## config.mk

```make
export PLATFORM = sky130hd
export DESIGN_NAME = irda_endec
export DESIGN_NICKNAME = d
export VERILOG_FILES = /design/src/rtl/irda_endec_pkg.sv /design/src/rtl/irda_ctrl_reg.sv /design/src/rtl/irda_sync.sv /design/src/rtl/irda_pulse_enc.sv /design/src/rtl/irda_pulse_dec.sv /design/src/rtl/irda_endec.sv
export SDC_FILE = /design/constraint.sdc
export NUM_CORES = 1
export LEC_CHECK = 0
export CAP_MARGIN = 20
export CORE_UTILIZATION = 52
export CTS_CLUSTER_DIAMETER = 40
export CTS_CLUSTER_SIZE = 12
export DETAILED_ROUTE_END_ITERATION = 8
export DONT_BUFFER_PORTS = 1
export GPL_ROUTABILITY_DRIVEN = 0
export GPL_TIMING_DRIVEN = 0
export PLACE_DENSITY = 0.66
export SLEW_MARGIN = 0
export SYNTH_ARGS = -nofsm -noshare
export SYNTH_HDL_FRONTEND = slang
export SYNTH_HIERARCHICAL = 1
export SYNTH_SLANG_ARGS = --single-unit
```

## constraint.sdc

```tcl
create_clock -name clk -period 1.5 [get_ports clk]
set_input_delay 0.3 -clock clk [delete_from_list [all_inputs] [get_ports clk]]
set_output_delay 0.3 -clock clk [all_outputs]
set_load 0.01 [all_outputs]
```

## src/rtl/irda_endec_pkg.sv

```systemverilog
// Package: shared control layout and defaults for the infrared endec.
// Assumes one 8-bit control register of which only the low bits exist.
package irda_endec_pkg;

    localparam int REG_W        = 8;
    localparam int CTRL_BITS    = 3;
    localparam int BIT_ENDEC    = 0;
    localparam int BIT_RX_EN    = 1;
    localparam int BIT_LOOP     = 2;

    // Decoded control fields; field order follows the bit positions above.
    typedef struct packed {
        logic loop;
        logic rx_en;
        logic endec_en;
    } ctrl_t;

endpackage

```

## src/rtl/irda_ctrl_reg.sv

```systemverilog
// Module: control register holding endec enable, receive enable, loopback.
// Assumes single-register access: no address, write strobe is one clock wide.
module irda_ctrl_reg
    import irda_endec_pkg::*;
(
    input  logic             clk,
    input  logic             rst_n,
    input  logic             we,
    input  logic [REG_W-1:0] wdata,
    output logic [REG_W-1:0] rdata,
    output ctrl_t            ctrl
);

    logic [CTRL_BITS-1:0] bits_q;

    // Store the implemented bits on a write; clear on reset.
    always_ff @(posedge clk) begin
        if (!rst_n) begin
            bits_q <= '0;
        end else if (we) begin
            bits_q <= wdata[CTRL_BITS-1:0];
        end
    end

    // Map stored bits onto named fields and the zero-padded read port.
    always_comb begin
        ctrl.endec_en = bits_q[BIT_ENDEC];
        ctrl.rx_en    = bits_q[BIT_RX_EN];
        ctrl.loop     = bits_q[BIT_LOOP];
        rdata         = {{(REG_W-CTRL_BITS){1'b0}}, bits_q};
    end

    // The unused write-data bits are dropped by design.
    logic unused_wdata;
    assign unused_wdata = ^wdata[REG_W-1:CTRL_BITS];

endmodule

```

## src/rtl/irda_sync.sv

```systemverilog
// Module: multi-stage synchroniser for the asynchronous receive pin.
// Assumes the input may change at any time relative to clk.
module irda_sync #(
    parameter int    STAGES    = 2,
    parameter logic  RESET_VAL = 1'b0
) (
    input  logic clk,
    input  logic rst_n,
    input  logic d,
    output logic q
);

    logic [STAGES-1:0] chain_q;

    // Shift the input through the flop chain.
    generate
        if (STAGES == 1) begin : g_one
            always_ff @(posedge clk) begin
                if (!rst_n) chain_q <= RESET_VAL;
                else        chain_q <= d;
            end
        end else begin : g_many
            always_ff @(posedge clk) begin
                if (!rst_n) chain_q <= {STAGES{RESET_VAL}};
                else        chain_q <= {chain_q[STAGES-2:0], d};
            end
        end
    endgenerate

    assign q = chain_q[STAGES-1];

endmodule

```

## src/rtl/irda_pulse_enc.sv

```systemverilog
// Module: NRZ-to-pulse encoder. A zero bit cell yields one high pulse of
// PULSE_TICKS sample ticks at the start of the cell; a one cell yields none.
// Assumes txd changes only between sample ticks, aligned to UART bit cells.
module irda_pulse_enc #(
    parameter int OVERSAMPLE  = 16,
    parameter int PULSE_TICKS = 3
) (
    input  logic clk,
    input  logic rst_n,
    input  logic en,
    input  logic tick,
    input  logic txd,
    output logic pulse
);

    localparam int PH_W = $clog2(OVERSAMPLE);
    localparam logic [PH_W-1:0] PH_LAST  = PH_W'(OVERSAMPLE - 1);
    localparam logic [PH_W-1:0] PH_PULSE = PH_W'(PULSE_TICKS);

    logic            busy_q;
    logic [PH_W-1:0] ph_q;

    // Track the phase inside a zero cell; a cell opens on any tick seeing 0.
    always_ff @(posedge clk) begin
        if (!rst_n || !en) begin
            busy_q <= 1'b0;
            ph_q   <= '0;
        end else if (tick) begin
            if (busy_q) begin
                if (ph_q == PH_LAST) begin
                    busy_q <= 1'b0;
                    ph_q   <= '0;
                end else begin
                    ph_q <= ph_q + 1'b1;
                end
            end else if (!txd) begin
                busy_q <= 1'b1;
                ph_q   <= PH_W'(1);
            end
        end
    end

    // Pulse covers the first PULSE_TICKS tick periods of an open cell.
    assign pulse = busy_q && (ph_q != '0) && (ph_q <= PH_PULSE);

endmodule

```

## src/rtl/irda_pulse_dec.sv

```systemverilog
// Module: pulse-to-NRZ decoder. Each rising edge on the synchronised input
// opens a zero lasting OVERSAMPLE ticks; a new edge restarts the window.
// Assumes pulse_s is already synchronous to clk.
module irda_pulse_dec #(
    parameter int OVERSAMPLE = 16
) (
    input  logic clk,
    input  logic rst_n,
    input  logic en,
    input  logic tick,
    input  logic pulse_s,
    output logic nrz
);

    localparam int CNT_W = $clog2(OVERSAMPLE + 1);
    localparam logic [CNT_W-1:0] CNT_FULL = CNT_W'(OVERSAMPLE);

    logic             prev_q;
    logic [CNT_W-1:0] left_q;

    // Remember the last input level to find rising edges.
    always_ff @(posedge clk) begin
        if (!rst_n || !en) prev_q <= 1'b0;
        else               prev_q <= pulse_s;
    end

    // Reload the cell counter on an edge; count it down on sample ticks.
    always_ff @(posedge clk) begin
        if (!rst_n || !en) begin
            left_q <= '0;
        end else if (pulse_s && !prev_q) begin
            left_q <= CNT_FULL;
        end else if (tick && left_q != '0) begin
            left_q <= left_q - 1'b1;
        end
    end

    assign nrz = (left_q == '0);

endmodule

```

## src/rtl/irda_endec.sv

```systemverilog
// Module: infrared endec top. Routes UART NRZ lines through the pulse
// encoder/decoder or straight through, applies receive gating and loopback.
// Assumes sample_en is a single-clock tick at 16x the bit rate.
module irda_endec
    import irda_endec_pkg::*;
#(
    parameter int OVERSAMPLE  = 16,
    parameter int PULSE_TICKS = 3,
    parameter int SYNC_STAGES = 2
) (
    input  logic             clk,
    input  logic             rst_n,
    input  logic             sample_en,
    input  logic             reg_we,
    input  logic [REG_W-1:0] reg_wdata,
    output logic [REG_W-1:0] reg_rdata,
    input  logic             uart_txd,
    output logic             uart_rxd,
    output logic             ir_tx,
    input  logic             ir_rx
);

    ctrl_t ctrl;
    logic  enc_pulse;
    logic  tx_int;
    logic  rx_pin;
    logic  rx_s;
    logic  dec_nrz;

    irda_ctrl_reg u_ctrl (
        .clk   (clk),
        .rst_n (rst_n),
        .we    (reg_we),
        .wdata (reg_wdata),
        .rdata (reg_rdata),
        .ctrl  (ctrl)
    );

    irda_pulse_enc #(
        .OVERSAMPLE  (OVERSAMPLE),
        .PULSE_TICKS (PULSE_TICKS)
    ) u_enc (
        .clk   (clk),
        .rst_n (rst_n),
        .en    (ctrl.endec_en),
        .tick  (sample_en),
        .txd   (uart_txd),
        .pulse (enc_pulse)
    );

    // Transmit signal before pin gating: pulses or raw NRZ.
    assign tx_int = ctrl.endec_en ? enc_pulse : uart_txd;

    // Pin drive: in loopback the pin rests at the idle level of the mode.
    assign ir_tx = ctrl.loop ? !ctrl.endec_en : tx_int;

    // Receive source: the pin, or the internal transmit signal in loopback.
    assign rx_pin = ctrl.loop ? tx_int : ir_rx;

    irda_sync #(
        .STAGES    (SYNC_STAGES),
        .RESET_VAL (1'b0)
    ) u_sync (
        .clk   (clk),
        .rst_n (rst_n),
        .d     (rx_pin),
        .q     (rx_s)
    );

    irda_pulse_dec #(
        .OVERSAMPLE (OVERSAMPLE)
    ) u_dec (
        .clk     (clk),
        .rst_n   (rst_n),
        .en      (ctrl.endec_en),
        .tick    (sample_en),
        .pulse_s (rx_s),
        .nrz     (dec_nrz)
    );

    // Receive gate: idle high unless enabled; decoded or raw per mode.
    always_comb begin
        if (!ctrl.rx_en)         uart_rxd = 1'b1;
        else if (ctrl.endec_en)  uart_rxd = dec_nrz;
        else                     uart_rxd = rx_s;
    end

endmodule

```

==> Yosys cells after proc, flatten, opt, wreduce, memory -nomap -nowiden <==
Index checks and enable logic that the tools add are counted.
{ "totals": {"register_bits": 16, "input_bits": 14, "output_inout_bits": 10, "word_cells": 39} }
{ "op_classes": {"add_sub_neg": 2, "magnitude_cmp": 1, "eq_ne": 2, "n_mux": 13, "n_reduce_logical": 14} }
{ "ops": {"columns": ["cell", "n"], "rows": [
  ["4-bit two-way mux", 3],
  ["5-bit two-way mux", 2],
  ["1-bit two-way mux", 8],
  ["5-bit logical NOT", 1],
  ["5-bit nonzero test", 1],
  ["5-bit by 1-bit subtractor with 5-bit output, second input constant", 1],
  ["4-bit by 1-bit adder with 4-bit output, second input constant", 1],
  ["4-bit equality test, second input constant", 1],
  ["4-bit by 2-bit <= comparator with 1-bit output, second input constant", 1],
  ["1-bit logical AND", 4],
  ["4-bit nonzero test", 1],
  ["1-bit logical NOT", 3],
  ["2-bit by 1-bit inequality test with 1-bit output, second input constant", 1],
  ["2-bit AND reduction", 1],
  ["2-bit nonzero test", 1],
  ["2-bit OR reduction", 1],
  ["1-bit logical OR", 1]
]} }

==> Logic depth before layout (Yosys ltp) <==
Gate-level depths: netlist (run 1).
{ "logic_depth": {"ltp_word": 5, "mapped_depth": 6, "mapped_depth_nobuf": 6} }

==> Cells and area by module <==
Netlist (run 1), hierarchy kept.
{ "by_module_without_submodules": {"columns": ["mod", "instances", "cells_each", "area_per_inst_um2", "seq_area_each_um2"], "rows": [
  ["irda_pulse_enc", 1, 37, 295.3, 100.1],
  ["irda_pulse_dec", 1, 31, 271.5, 120.1],
  ["irda_ctrl_reg", 1, 18, 172.7, 60.1],
  ["irda_sync", 1, 4, 52.6, 40.0],
  ["irda_endec", 1, 8, 48.8, 0.0]
]} }

==> Worst setup path after synthesis (run 1) <==
No wires, ideal clock.
{ "synth_path": {"path_type": "register -> output", "from": "register u_dec.left_q[0]", "to": "output uart_rxd", "t_arrival_ps": 1244, "t_required_ps": 1200, "path_slack_ps": -44, "path_stages_with_launch": 7, "n_path_buf": 0, "cell_sequence": "dfxtp_1 inv_1 ha_1 or4b_4 inv_1 mux2i_1 nand2_1"} }
{ "synth_via": {"elab_chain_len": 3} }
{ "synth_lines": {"columns": ["item", "line_no", "text"], "rows": [
  ["start: declaration", "irda_pulse_dec.sv:19", "logic [CNT_W-1:0] left_q;"],
  ["start signal: assignment", "irda_pulse_dec.sv:34", "left_q <= left_q - 1'b1;"],
  ["5-bit logical NOT", "irda_pulse_dec.sv:38", "assign nrz = (left_q == '0);"],
  ["named net dec_nrz", "irda_endec.sv:28", "logic dec_nrz;"],
  ["1-bit two-way mux", "irda_endec.sv:84", "else if (ctrl.endec_en) uart_rxd = dec_nrz;"],
  ["1-bit two-way mux", "irda_endec.sv:83", "if (!ctrl.rx_en) uart_rxd = 1'b1;"],
  ["end: declaration", "irda_endec.sv:18", "output logic uart_rxd,"]
]} }
The timed path passes the listed nets, and every way through them passes these cells.

==> Worst setup path in the final report (run 1) <==
Same ends and word-level chain as after synthesis.

==> flow_metrics.py, run 1 <==
metrics = {
    "drt": {
        "postRouteAntennaNets": 0,
        "dr.pass1.iters": 4,
        "initialDrtViolationCount": 13,
        "drt-total-wl_mm": 1.53,
        "wire_per_inst_um": 12.0,
        "viasPerCell": 5.54,
        "vias": 703,
        "remaining_drc_errors": 0,
    },
    "grt": {
        "grt_pass1_wl_mm": 2.53,
        "track_usage_pct": 18.3,
        "antenna_found_initial": 0,
        "grt_pass1_vias": 594,
        "grt_max_degree": 11,
        "overflow": 0,
    },
    "synthesis": {
        "mappedNetlistArea_um2": 841,
        "postSynthCellCount": 98,
        "synth_cell_type_count": 30,
        "yosysSeqAreaShare_pct": 38.1,
        "yosys_warnings": 6,
        "synth_seq_cells": 16,
        "synth_area_per_cell_um2": 8.58,
    },
    "floorplanning": {
        "io_pins": 24,
        "coreArea_um2": 1510,
        "die_x_um": 42.2,
        "row_count": 14,
        "initial_core_util_pct": 55.8,
        "dieHeight_um": 42.2,
        "die_area_um2": 1780,
    },
    "sta": {
        "finalCriticalPeriod_ns": 1.83,
        "final.setup.worst_slack_ns": -0.332,
        "hold_violations": 0,
        "finalClockSkew_ns": 0.00137,
        "fin_crit_sh_pct": 122,
        "finalSetupViolCount": 4,
        "rsz0062_at_grt": "yes",
        "drv_slew": 0,
        "tns_ns": -0.925,
        "fmax_mhz": 546,
    },
    "critical_path": {
        "start_kind": "flop",
        "cp.required_ns": 1.20,
        "crit_arrival_ns": 1.53,
        "reg2regPathDepth": 7,
        "crit_path_end_kind": "output pin",
        "ff2ff_setup_slack_ns": -0.18,
        "crit_path_max_fanout": 3,
        "worstSetupPathType": "reg2out",
    },
    "placed_design": {
        "dp_hpwl_mm": 1.03,
        "portBuffers": 0,
        "place_area_um2": 888,
        "dp.cells": 118,
    },
    "status": {
        "failed_checks": "setup timing",
        "outcome": "complete, but fails checks",
    },
    "power": {
        "leakagePower_uw": 0.000396,
        "ir_worst_vdd_uv": 463,
        "powerDensity_nw_per_um2": 809,
    },
    "clocking": {
        "numCtsBuffers": 3,
        "clk_path_buf_depth": 2,
        "clk_pin_slew_ns": 0.09,
        "postCtsHoldBufs": 0,
        "clock-sinks": 16,
        "clk-insertion-delay-late_ns": 0.27,
        "cts_tree": "yes",
        "cts_root_buf": "clkbuf_4",
        "h-tree-depth": 1,
    },
    "hold_path": {
        "hp-class": "in2reg",
        "whs_path_depth": 1,
    },
    "finish": {
        "fin_area_um2": 983,
        "fin_cells": 127,
        "layout_common_cells": "13 x buf_4, 13 x dfxtp_1, 9 x a21oi_1",
        "area_growth_pct": 17.0,
        "drive_gt1_share_pct": 29.7,
        "diodes": 0,
        "nets": 129,
    },
    "run": {
        "drv_cap": 0,
    },
}
synthesized netlist by cell type, drive strengths merged:
cell	instances	area [µm²]
conb	1	3.75
nor2b	5	31.3
nand3b	1	7.51
inv	6	22.5
buf	10	70.1
dfxtp	16	320
nor4b	1	8.76
o21ai	3	15.0
nand2b	1	6.26
ha	3	37.5
nor2	4	15.0
a31oi	1	6.26
o31ai	2	15.0
nor3	1	5.00
and3	3	20.0
nand4b	1	8.76
or4b	2	23.8
nand2	7	26.3
nand3	6	35.0
a21o	1	8.76
or3	3	18.8
a21oi	9	45.0
nand4	2	12.5
mux2i	5	50.1
and2	2	12.5
a22oi	2	15.0
worst max-delay path: stages, from the launching register on:
cell and delay, ns:
dfxtp_2 0.34, inv_2 0.07, ha_4 0.12, or4b_4 0.48, inv_4 0.07, mux2i_1 0.06, nand2_1 0.12
metal layers:
| layer | vias up | part of all wire [%] | global-route usage [%] |
|---|---|---|---|
| met5 | - | 0 | 0 |
| met4 | 0 | 0.85 | 7.50 |
| met3 | 2 | 4.7 | 3.88 |
| met2 | 15 | 47 | 27.7 |
| met1 | 323 | 47 | 25.3 |
| li1 | 363 | - | - |
where the power goes:
part | internal [µW] | total, µW | switching [µW]
Combinational | 38.2 | 74.4 | 36.2
Clock | 147 | 277 | 130
Sequential | 434 | 444 | 9.88
cell type report:
type                       count  area [µm²]
timing repair buffer           5        37.5
inverter                       6        25.0
clock buffer                   4        36.3
tap                           16        20.0
buffer                        10        70.1
multi-input combinational     70         470
fill                         139         523
sequential                    16         324
kinds of logic (layout without fill, tap and decap cells):
group           Yosys count  count (layout)  share of synthesized area [%]
simple gates             39              39                           27.5
compound gates           18              18                           12.5
flops                    16              16                           38.1
buf+inv                  16              25                           11.0
mux                       5               5                           5.95
fa+ha+maj                 3               3                           4.46
other cells               1               5                          0.446
sequential cells by signal, indices dropped and copies added (netlist names):
register and flops:
u_ctrl/ctrl 3, u_enc/busy_q 1, u_dec/left_q 5, u_dec/prev_q 1, u_sync/chain_q 2, u_enc/ph_q 4
repair_timing:
item | 4_1_cts | 5_1_grt
buffers inserted | 3 | 2
resized for setup | 4 | 3
pin swaps | 1 | 3
setup endpoints to repair | 2 | 6
gates cloned | 0 | 0
final timing paths:
check                      end               from
max reg2reg    u_dec/left_q[0]    u_dec/left_q[0]
min          u_sync/chain_q[0]              rst_n
min reg2reg  u_sync/chain_q[1]  u_sync/chain_q[0]
max                   uart_rxd    u_dec/left_q[0]
metrics by stage:
| stage | setup slack, ns | hold WS [ns] | utilization [%] | power, µW |
|---|---|---|---|---|
| floorplan | 0.00895 | 0.412 | - | 515 |
| global route | -0.405 | 0.120 | 65.3 | 842 |
| global placement | -0.0710 | 0.414 | 59.0 | 523 |
| finish | -0.332 | 0.144 | 65.3 | 796 |
| CTS | -0.336 | 0.130 | 63.8 | 807 |
| detailed placement | -0.0977 | 0.418 | 59.0 | 524 |
Power figures use the tool's default switching activity.
==> run 2, diff against run 1 <==
Settings changed: SLEW_MARGIN 0 to unset.
==> results of run 2 <==
No change in the layout: final DEF, timing and power equal those of run 1.
